<file path="src/rtl/sst_pkg.sv">
package sst_pkg;

    typedef enum logic [1:0] {
        MODE_IDLE   = 2'd0,
        MODE_SLV_TX = 2'd1,
        MODE_SLV_RX = 2'd2,
        MODE_MASTER = 2'd3
    } sst_mode_e;

    typedef struct packed {
        logic sync_sel;
        logic master_sel;
        logic rx_once;
        logic rx_cont;
        logic port_on;
    } sst_ctrl_t;

    // Mode priority: port/sync off, then master, then any receive enable.
    function automatic sst_mode_e decode_mode(sst_ctrl_t c);
        if (!c.port_on || !c.sync_sel) return MODE_IDLE;
        if (c.master_sel)              return MODE_MASTER;
        if (c.rx_once || c.rx_cont)    return MODE_SLV_RX;
        return MODE_SLV_TX;
    endfunction

    // Polarity 0: data changes on the falling edge; polarity 1: on the rising edge.
    function automatic logic change_edge(logic pol, logic rise, logic fall);
        return pol ? rise : fall;
    endfunction

endpackage

</file>
<file path="src/rtl/sst_edge_sync.sv">
module sst_edge_sync #(
    parameter int STAGES = 2
) (
    input  logic clk,
    input  logic rst,
    input  logic ext_ck,
    input  logic ck_pol,
    output logic shift_pulse
);
    import sst_pkg::*;

    logic [STAGES-1:0] sync_q;
    logic              prev_q;
    logic              level;

    always_ff @(posedge clk) begin
        if (rst) begin
            sync_q <= '0;
            prev_q <= 1'b0;
        end else begin
            sync_q <= {sync_q[STAGES-2:0], ext_ck};
            prev_q <= sync_q[STAGES-1];
        end
    end

    assign level       = sync_q[STAGES-1];
    assign shift_pulse = change_edge(ck_pol, level & ~prev_q, ~level & prev_q);

endmodule

</file>
<file path="src/rtl/sst_tx_core.sv">
module sst_tx_core #(
    parameter int DATA_W = 8
) (
    input  logic              clk,
    input  logic              rst,
    input  logic              active,
    input  logic              shift_pulse,
    input  logic              wr_stb,
    input  logic [DATA_W-1:0] wr_data,
    input  logic              nine_sel,
    input  logic              ninth_bit,
    output logic              line_bit,
    output logic              hold_full,
    output logic              busy
);
    localparam int CHAR_W = DATA_W + 1;
    localparam int CNT_W  = $clog2(CHAR_W + 1);

    typedef struct packed {
        logic [CNT_W-1:0]  nbits;
        logic [CHAR_W-1:0] bits;
    } sst_word_t;

    sst_word_t         hold_q;
    sst_word_t         new_w;
    logic              hold_full_q;
    logic [CHAR_W-1:0] shreg_q;
    logic [CNT_W-1:0]  left_q;
    logic              busy_q;
    logic              done;
    logic              step;

    always_comb begin
        new_w.bits  = {ninth_bit & nine_sel, wr_data};
        new_w.nbits = nine_sel ? CNT_W'(CHAR_W) : CNT_W'(DATA_W);
    end

    assign done = busy_q & shift_pulse & (left_q == CNT_W'(1));
    assign step = busy_q & shift_pulse & (left_q != CNT_W'(1));

    always_ff @(posedge clk) begin
        if (rst || !active) begin
            hold_q      <= '0;
            hold_full_q <= 1'b0;
            shreg_q     <= '0;
            left_q      <= '0;
            busy_q      <= 1'b0;
        end else if (hold_full_q) begin
            if (done) begin
                shreg_q     <= hold_q.bits;
                left_q      <= hold_q.nbits;
                hold_full_q <= wr_stb;
                if (wr_stb) hold_q <= new_w;
            end else begin
                if (step) begin
                    shreg_q <= shreg_q >> 1;
                    left_q  <= left_q - CNT_W'(1);
                end
                if (wr_stb) hold_q <= new_w;
            end
        end else if (wr_stb && (!busy_q || done)) begin
            shreg_q <= new_w.bits;
            left_q  <= new_w.nbits;
            busy_q  <= 1'b1;
        end else begin
            if (wr_stb) begin
                hold_q      <= new_w;
                hold_full_q <= 1'b1;
            end
            if (done) busy_q <= 1'b0;
            if (step) begin
                shreg_q <= shreg_q >> 1;
                left_q  <= left_q - CNT_W'(1);
            end
        end
    end

    assign line_bit  = busy_q ? shreg_q[0] : 1'b1;
    assign hold_full = hold_full_q;
    assign busy      = busy_q;

endmodule

</file>
<file path="src/rtl/sst_irq.sv">
module sst_irq (
    input  logic buf_empty,
    input  logic periph_ie,
    input  logic tx_ie,
    input  logic global_ie,
    output logic wake_req,
    output logic isr_req
);
    logic wake;

    assign wake     = buf_empty & periph_ie & tx_ie;
    assign wake_req = wake;
    assign isr_req  = wake & global_ie;

endmodule

</file>
<file path="src/rtl/sst_tx.sv">
module sst_tx #(
    parameter int DATA_W      = 8,
    parameter int SYNC_STAGES = 2
) (
    input  logic              clk,
    input  logic              rst,
    input  logic              sync_sel,
    input  logic              master_sel,
    input  logic              rx_once_en,
    input  logic              rx_cont_en,
    input  logic              port_en,
    input  logic              tx_en,
    input  logic              nine_sel,
    input  logic              ninth_bit,
    input  logic              ck_pol,
    input  logic              wr_stb,
    input  logic [DATA_W-1:0] wr_data,
    input  logic              ext_ck,
    input  logic              periph_ie,
    input  logic              tx_ie,
    input  logic              global_ie,
    output logic              dout,
    output logic              dout_oe,
    output logic              buf_empty,
    output logic              shift_empty,
    output logic              wake_req,
    output logic              isr_req
);
    import sst_pkg::*;

    sst_ctrl_t ctrl;
    sst_mode_e mode;
    logic      active;
    logic      shift_pulse;
    logic      hold_full;
    logic      busy;

    always_comb begin
        ctrl.sync_sel   = sync_sel;
        ctrl.master_sel = master_sel;
        ctrl.rx_once    = rx_once_en;
        ctrl.rx_cont    = rx_cont_en;
        ctrl.port_on    = port_en;
        mode            = decode_mode(ctrl);
    end

    assign active = (mode == MODE_SLV_TX) && tx_en;

    sst_edge_sync #(.STAGES(SYNC_STAGES)) u_sync (
        .clk         (clk),
        .rst         (rst),
        .ext_ck      (ext_ck),
        .ck_pol      (ck_pol),
        .shift_pulse (shift_pulse)
    );

    sst_tx_core #(.DATA_W(DATA_W)) u_core (
        .clk         (clk),
        .rst         (rst),
        .active      (active),
        .shift_pulse (shift_pulse),
        .wr_stb      (wr_stb),
        .wr_data     (wr_data),
        .nine_sel    (nine_sel),
        .ninth_bit   (ninth_bit),
        .line_bit    (dout),
        .hold_full   (hold_full),
        .busy        (busy)
    );

    assign dout_oe     = active;
    assign buf_empty   = ~hold_full;
    assign shift_empty = ~busy;

    sst_irq u_irq (
        .buf_empty (buf_empty),
        .periph_ie (periph_ie),
        .tx_ie     (tx_ie),
        .global_ie (global_ie),
        .wake_req  (wake_req),
        .isr_req   (isr_req)
    );

endmodule

</file>
<file path="config.mk">
export PLATFORM = sky130hd
export DESIGN_NAME = sst_tx
export DESIGN_NICKNAME = d
export VERILOG_FILES = /design/src/rtl/sst_pkg.sv /design/src/rtl/sst_edge_sync.sv /design/src/rtl/sst_tx_core.sv /design/src/rtl/sst_irq.sv /design/src/rtl/sst_tx.sv
export SDC_FILE = /design/constraint.sdc
export NUM_CORES = 1
export LEC_CHECK = 0
export ABC_AREA = 1
export BUFFER_PORTS_ARGS = -buffer_cell sky130_fd_sc_hd__buf_2
export CORE_UTILIZATION = 60
export CTS_BUF_LIST = sky130_fd_sc_hd__clkbuf_4 sky130_fd_sc_hd__clkbuf_8
export DETAILED_ROUTE_END_ITERATION = 12
export PLACE_DENSITY_LB_ADDON = 0.2
export SYNTH_ARGS = -nofsm -noshare
export SYNTH_HDL_FRONTEND = slang
export SYNTH_SLANG_ARGS = --single-unit
</file>
<file path="constraint.sdc">
create_clock -name clk -period 4.1 [get_ports clk]
set_input_delay 0 -clock clk [delete_from_list [all_inputs] [get_ports clk]]
set_output_delay 0 -clock clk [all_outputs]
set_load 0.005 [all_outputs]
</file>
Yosys cells after proc, flatten, opt, wreduce, memory -nomap -nowiden:

Cells that the tools add are included.

* flip-flop bits (word level): 31
* bits of input ports: 24
* output and inout bits: 6
* word-level logic and storage cells: 70

* add/sub/neg operators: 1
* eq/ne operators: 4
* muxes and demuxes: 32
* bitwise operators: 13
* reductions and logical operators: 12

Operator list (count)
* $mux W13: 3
* $mux W9: 4
* $mux W4: 4
* $mux W1: 15
* $mux W2: 6
* $and A1 B1 Y1: 9
* $eq A4 B1 Y1 const B: 1
* $logic_not A1 Y1: 4
* $logic_or A1 B1 Y1: 4
* $ne A4 B1 Y1 const B: 1
* $not A1 Y1: 4
* $sub A4 B1 Y4 const B: 1
* $eq A2 B1 Y1 const B: 1
* $logic_and A1 B1 Y1: 2
* $ne A2 B1 Y1 const B: 1
* $reduce_and A2 Y1: 1
* $reduce_bool A2 Y1: 1

Longest topological paths before layout:

* word-level depth: 13
* mapped depth: 11
* mapped depth without buffers: 10

Modules after synthesis:

From an unflattened synthesis, not the netlist that was laid out.

* cells, all modules: 217
* area total of the unflattened synthesis: 1483.9 um^2

Modules (own cells, without submodules)
* sst_tx_core: instances 1, cells each 190, area each 1320.0 um^2, sequential area each 520.5 um^2
* sst_edge_sync: instances 1, cells each 14, area each 103.8 um^2, sequential area each 60.1 um^2
* sst_tx: instances 1, cells each 9, area each 36.3 um^2, sequential area each 0.0 um^2
* sst_irq: instances 1, cells each 4, area each 23.8 um^2, sequential area each 0.0 um^2

Worst setup path before layout:

No wires, ideal clock.

* path type: register to register
* start: register u_core.left_q[1]
* end: register u_core.left_q[3]
* setup time: 0.114 ns
* data arrival time: 1.291 ns
* required time: 3.986 ns
* slack: 2.695 ns
* cell stages (with the launch flop): 12
* path buffers: 1
* period minus slack after synthesis: 1.405 ns
* cells stage by stage: dfxtp_1 inv_1 ha_1 nand2_2 buf_6 nand4_2 inv_1 nand2_1 nand2_1 nand2_1 nor2_1 nor2_1

* cells in the longest elaborated chain, start to end: 6
* elaborated cells between the ends (all ways): 11
* those cells by class: 1 x add/sub; 2 x eq/ne; 4 x mux; 2 x bitwise; 2 x reduce/logical

RTL lines
* from (decl): RTL line sst_tx_core.sv:28 `logic [CNT_W-1:0] left_q;`
* from (signal assigned): RTL line sst_tx_core.sv:51 `left_q <= hold_q.nbits;`
* from (signal assigned): RTL line sst_tx_core.sv:57 `left_q <= left_q - CNT_W'(1);`
* from (signal assigned): RTL line sst_tx_core.sv:63 `left_q <= new_w.nbits;`
* parallel branches: the longest is 5 deep, another holds $sub A4 B1 Y4
* $mux W4 *: RTL line sst_tx_core.sv:48 `end else if (hold_full_q) begin`

Every way passes the cells marked *.
A chain may end at the register's enable or synchronous reset.

Worst setup path in the final report:

* start: register u_core.left_q[1]
* end: register u_core.shreg_q[6]

* cells in the longest elaborated chain, start to end: 6
* elaborated cells between the ends (all ways): 10
* those cells by class: 2 x eq/ne; 4 x mux; 2 x bitwise; 2 x reduce/logical

RTL lines
* $eq A4 B1 Y1: RTL line sst_tx_core.sv:38 `assign done = busy_q & shift_pulse & (left_q == CNT_W'(1));`
* $and A1 B1 Y1: RTL line sst_tx_core.sv:38
* $logic_or A1 B1 Y1: RTL line sst_tx_core.sv:61 `end else if (wr_stb && (!busy_q || done)) begin`
* $logic_and A1 B1 Y1: RTL line sst_tx_core.sv:61
* $mux W9: RTL line sst_tx_core.sv:61
* $mux W9 *: RTL line sst_tx_core.sv:48
* to (signal assigned): RTL line sst_tx_core.sv:50 `shreg_q <= hold_q.bits;`
* to (signal assigned): RTL line sst_tx_core.sv:56 `shreg_q <= shreg_q >> 1;`
* to (signal assigned): RTL line sst_tx_core.sv:62 `shreg_q <= new_w.bits;`
* to (decl): RTL line sst_tx_core.sv:27 `logic [CHAR_W-1:0] shreg_q;`

Mark *: on every way between the ends. The rest lies on a longest branch, timed or not.

==> run_results.csv <==
group,metric,value,unit
global_route,grtUsageTotal,0.2709,
clock_tree,tritoncts,"yes",
sta,min_period_over_period,0.4703,
clock_tree,cts_setup_buffers,0,
sta,setup_tns,0,ns
drt,drt.antenna.violating_nets,0,
logic_synthesis,post_synth_xor_area_fraction,0.005578,
worst_setup_path,path_cells,"inv_1, ha_1, nand2_2, o21bai_4, nand3_1, nand4_1, nand2_1",
drt,drc,0,
logic_synthesis,cell_accounting_for_the_most_synthesized_area,"sky130_fd_sc_hd__dfxtp_1",
worst_setup_path,worstPathRequired,4.33,ns
drt,avgRoutedWirePerCell,11.16,um
finish,antenna_cells,0,
clock_tree,insertion_delay,0.33,ns
worst_setup_path,data_arrival_time_of_the_critical_path,2.16,ns
drt,route.top_layer_used,"met4",
floorplan,num_io_pins,30,
worst_setup_path,critPathMaxFanout,13,
sta,fin_crit,1.928,ns
logic_synthesis,synth.top_cell.area_share,0.3697,
power,power_density,279.1,nW/um2
global_route,grt_start_max_net_pins,32,
worst_hold_path,min_path_type,"input pin to flop",
floorplan,chipWidth,53.16,um
finish,nets_final,296,
placed_design,post-place-cells,281,
worst_hold_path,hold_start,"ninth_bit",
sta,finalHoldViolations,0,
power,static_leakage,0.9165,nW
power,switching_share,0.2268,
logic_synthesis,syn_inst,234,
power,ir_worst_vdd,0.3309,mV
clock_tree,cts_inserted_buffers,5,
clock_tree,htree_num_levels,2,
worst_setup_path,critical_path.startpoint,"u_core.left_q[1]$_SDFF_PP0_",
power,clockPowerShare,0.374,
sta,fmax,0.5186,GHz
power,switchingPower,0.0001187,W
floorplan,die_area,2825,um2
global_route,grt_pass1_vias,1306,
power,sequentialPowerShare,0.542,
clock_tree,cts_hold_repair.buffers,12,
finish,fraction_of_final_layout_cells_sized_beyond_drive_strength_1,0.1845,
drt,detail_route.iter0.violations,53,
clock_tree,clkSlewWorstSetupHoldPaths,0.09,ns
floorplan,rows,18,
drt,drt-met1-wl,1541,um
worst_setup_path,reg2reg_from,"u_core.left_q[1]$_SDFF_PP0_",
outcome,run_status,"completed",
global_route,grt_pass1_wl,5451,um
logic_synthesis,synth_compound_area_frac,0.07490,
logic_synthesis,synth-seq-cells,29,
logic_synthesis,synthDistinctLibCells,28,
power,power.combinational.fraction,0.084,
floorplan,fp.coreArea,2477,um2
global_route,grt_antenna_before_repair,0,
clock_tree,clock_sink_count,29,
power,power.internal,0.0004046,W
finish,final_cells,301,
logic_synthesis,main_combinational_cell_family_by_area_after_synthesis,"simple AND/OR/NAND/NOR gates",
placed_design,port_buffers,29,
logic_synthesis,synth-seq-area-share,0.3697,
sta,drv_slew,0,
logic_synthesis,synth.top_cells.by_area,"sky130_fd_sc_hd__dfxtp_1 (37%), sky130_fd_sc_hd__nand2_1 (17%), sky130_fd_sc_hd__nand4_1 (7.6%), sky130_fd_sc_hd__nor2_1 (6.7%), sky130_fd_sc_hd__inv_1 (5.5%)",
worst_setup_path,critical-path-slowest-cell,"sky130_fd_sc_hd__nand3_1",
sta,finalSetupViolCount,0,
worst_setup_path,critPathTopFamily,"simple AND/OR/NAND/NOR gates",
floorplan,start_util,0.6338,
worst_setup_path,timing_worst_setup_path_type,"flop to flop",
clock_tree,cts_root_buffer,"sky130_fd_sc_hd__clkbuf_4",
worst_setup_path,critPathMaxStageDelay,0.42,ns
sta,max_slew_margin,0.5533,
worst_setup_path,crit_buf_inv,1,
drt,detailroute.wirelength.met3,157,um
logic_synthesis,mappedNetlistArea,1570,um2
drt,met2_wirelength,1581,um
placed_design,dp_hpwl,2177,um
drt,route.vias.total,1552,
logic_synthesis,post_synth_fa_ha_maj_area_fraction,0.01594,
placed_design,gp_congestion,0.7853,
floorplan,die-height,53.16,um
global_route,overflow,0,
logic_synthesis,synth.mux.area_fraction,0,
sta,rsz0062_at_grt,"no",
run,drv.max_cap_violation_count,0,
logic_synthesis,yosys_warnings,0,
logic_synthesis,synthesis.nets,260,
worst_setup_path,critical_path_capture_point_type,"flop",
finish,fillCellCount,199,
drt,avgViaCountPerCell,5.156,
finish,syn2layout_area_growth,19.36,%
clock_tree,postCtsResizedCells,0,
logic_synthesis,synth_simple_gate_area_share,0.4223,
drt,route.final.wire_length,3360,um
sta,clock_skew,0.007921,ns
worst_setup_path,crit_path_start_kind,"flop",
clock_tree,clock_tree.buffer_depth,2,
logic_synthesis,synthesis.area_per_instance,6.710,um2
sta,timing_worst_slew_pin_value,0.6684,ns
worst_setup_path,reg2reg_slack,2.17,ns
drt,first_pass_iters,4,
metal layers:
| layer | up-vias | GRT usage |
|---|---|---|
| li1 | 830 | - |
| met1 | 665 | 0.3229 |
| met2 | 48 | 0.4536 |
| met3 | 9 | 0.05747 |
| met4 | 0 | 0.1360 |
| met5 | - | 0 |
stage by stage:
stage / area [um2] / hold slack (ns) / worst slack, ns / utilization / power (W)
after detailed placement: 1684 / 0.2091 / 2.172 / 0.6798 / 0.0003240
after floorplan: 1570 / 0.03420 / 2.695 / - / 0.0003074
after CTS: 1874 / 0.05291 / 2.178 / 0.7566 / 0.0005255
after global placement: 1684 / 0.2092 / 2.262 / 0.6798 / 0.0003232
final: 1874 / 0.06327 / 2.172 / 0.7566 / 0.0005232
after global routing: 1874 / 0.08495 / 2.041 / 0.7566 / 0.0005457
flip-flops by register name, indices dropped and copies added (netlist names):
signal            flops
u_core.busy           1
u_core.hold_full      1
u_core.hold_q        11
u_core.left_q         4
u_core.shreg_q        9
u_sync.prev_q         1
u_sync.sync_q         2
cell usage after synthesis:
cell type,n
sky130_fd_sc_hd__nor4_2,1
sky130_fd_sc_hd__inv_1,23
sky130_fd_sc_hd__clkbuf_1,3
sky130_fd_sc_hd__o21ai_1,9
sky130_fd_sc_hd__nand3_1,14
sky130_fd_sc_hd__inv_2,1
sky130_fd_sc_hd__nor2_2,2
sky130_fd_sc_hd__buf_6,4
sky130_fd_sc_hd__nor3_1,2
sky130_fd_sc_hd__buf_1,1
sky130_fd_sc_hd__buf_2,5
sky130_fd_sc_hd__nand4_1,19
sky130_fd_sc_hd__nand2_4,1
sky130_fd_sc_hd__nor3b_1,1
sky130_fd_sc_hd__nand2_1,72
sky130_fd_sc_hd__o211a_1,1
sky130_fd_sc_hd__o21ai_0,3
sky130_fd_sc_hd__o21ai_2,1
sky130_fd_sc_hd__dfxtp_1,29
sky130_fd_sc_hd__nand2_2,3
sky130_fd_sc_hd__nor2_1,28
sky130_fd_sc_hd__or2_2,1
sky130_fd_sc_hd__ha_1,2
sky130_fd_sc_hd__nand3b_1,1
sky130_fd_sc_hd__a21oi_1,4
sky130_fd_sc_hd__xor2_1,1
sky130_fd_sc_hd__nand4_2,1
sky130_fd_sc_hd__o21bai_4,1
placed cells by master, fill, tap and decap left out, drive strengths merged:
cell | netlist | final
dfxtp | 29 | 29
o211a | 1 | 1
o21bai | 1 | 1
nor4 | 1 | 1
clkbuf | 3 | 7
ha | 2 | 2
xor2 | 1 | 1
nand2 | 76 | 76
or2 | 1 | 1
o21ai | 13 | 13
nor3 | 2 | 2
nand3b | 1 | 1
nand3 | 14 | 14
clkinv | 0 | 1
dlygate4sd3 | 0 | 12
inv | 24 | 24
nor3b | 1 | 1
nand4 | 20 | 20
a21oi | 4 | 4
buf | 10 | 30
nor2 | 30 | 30
path summary, 6_finish.rpt:
| path | end | cells past startpoint |
|---|---|---|
| setup / recovery | u_core.shreg_q[6]$_SDFF_PP0_ | 7 |
| hold reg to reg | u_sync.sync_q[1]$_SDFF_PP0_ | 2 |
| hold / removal | u_core.hold_q[8]$_SDFFE_PP0P_ | 5 |
| setup reg to reg | u_core.shreg_q[6]$_SDFF_PP0_ | 7 |
cell type report:
cell class                 count  area (um2)  share of cell area
multi-input combinational    168       823.3              0.4393
tap                           30       37.54             0.02003
clock buffer                   7       65.06             0.03471
inverter                      24       90.09             0.04806
clock inverter                 1       5.005            0.002670
sequential                    29       580.6              0.3097
timing repair buffer          42       272.8              0.1455
logic make-up (layout without fill, tap and decap cells):
logic type | count (synthesis) | count (layout)
adder cells (fa/ha/maj) | 2 | 2
AO/OA/AOI/OAI | 19 | 19
XOR/XNOR | 1 | 1
AND/OR/NAND/NOR | 146 | 146
flip-flops | 29 | 29
buffers and inverters | 37 | 74
worst register-to-register path, stage by stage (launching register included):
cell,delay (ns)
sky130_fd_sc_hd__dfxtp_1,0.33
sky130_fd_sc_hd__inv_1,0.08
sky130_fd_sc_hd__ha_1,0.15
sky130_fd_sc_hd__nand2_2,0.17
sky130_fd_sc_hd__o21bai_4,0.37
sky130_fd_sc_hd__nand3_1,0.42
sky130_fd_sc_hd__nand4_1,0.24
sky130_fd_sc_hd__nand2_1,0.07
power groups by stage:
| stage | registers [W] | clock network (W) | logic (W) |
|---|---|---|---|
| after detailed placement | 0.000290 | 0 | 0.0000340 |
| after global routing | 0.000284 | 0.000214 | 0.0000482 |
| after global placement | 0.000290 | 0 | 0.0000332 |
| final | 0.000283 | 0.000196 | 0.0000439 |
| after floorplan | 0.000290 | 0 | 0.0000175 |
| after CTS | 0.000283 | 0.000199 | 0.0000427 |
Power figures use the tool's default switching activity.
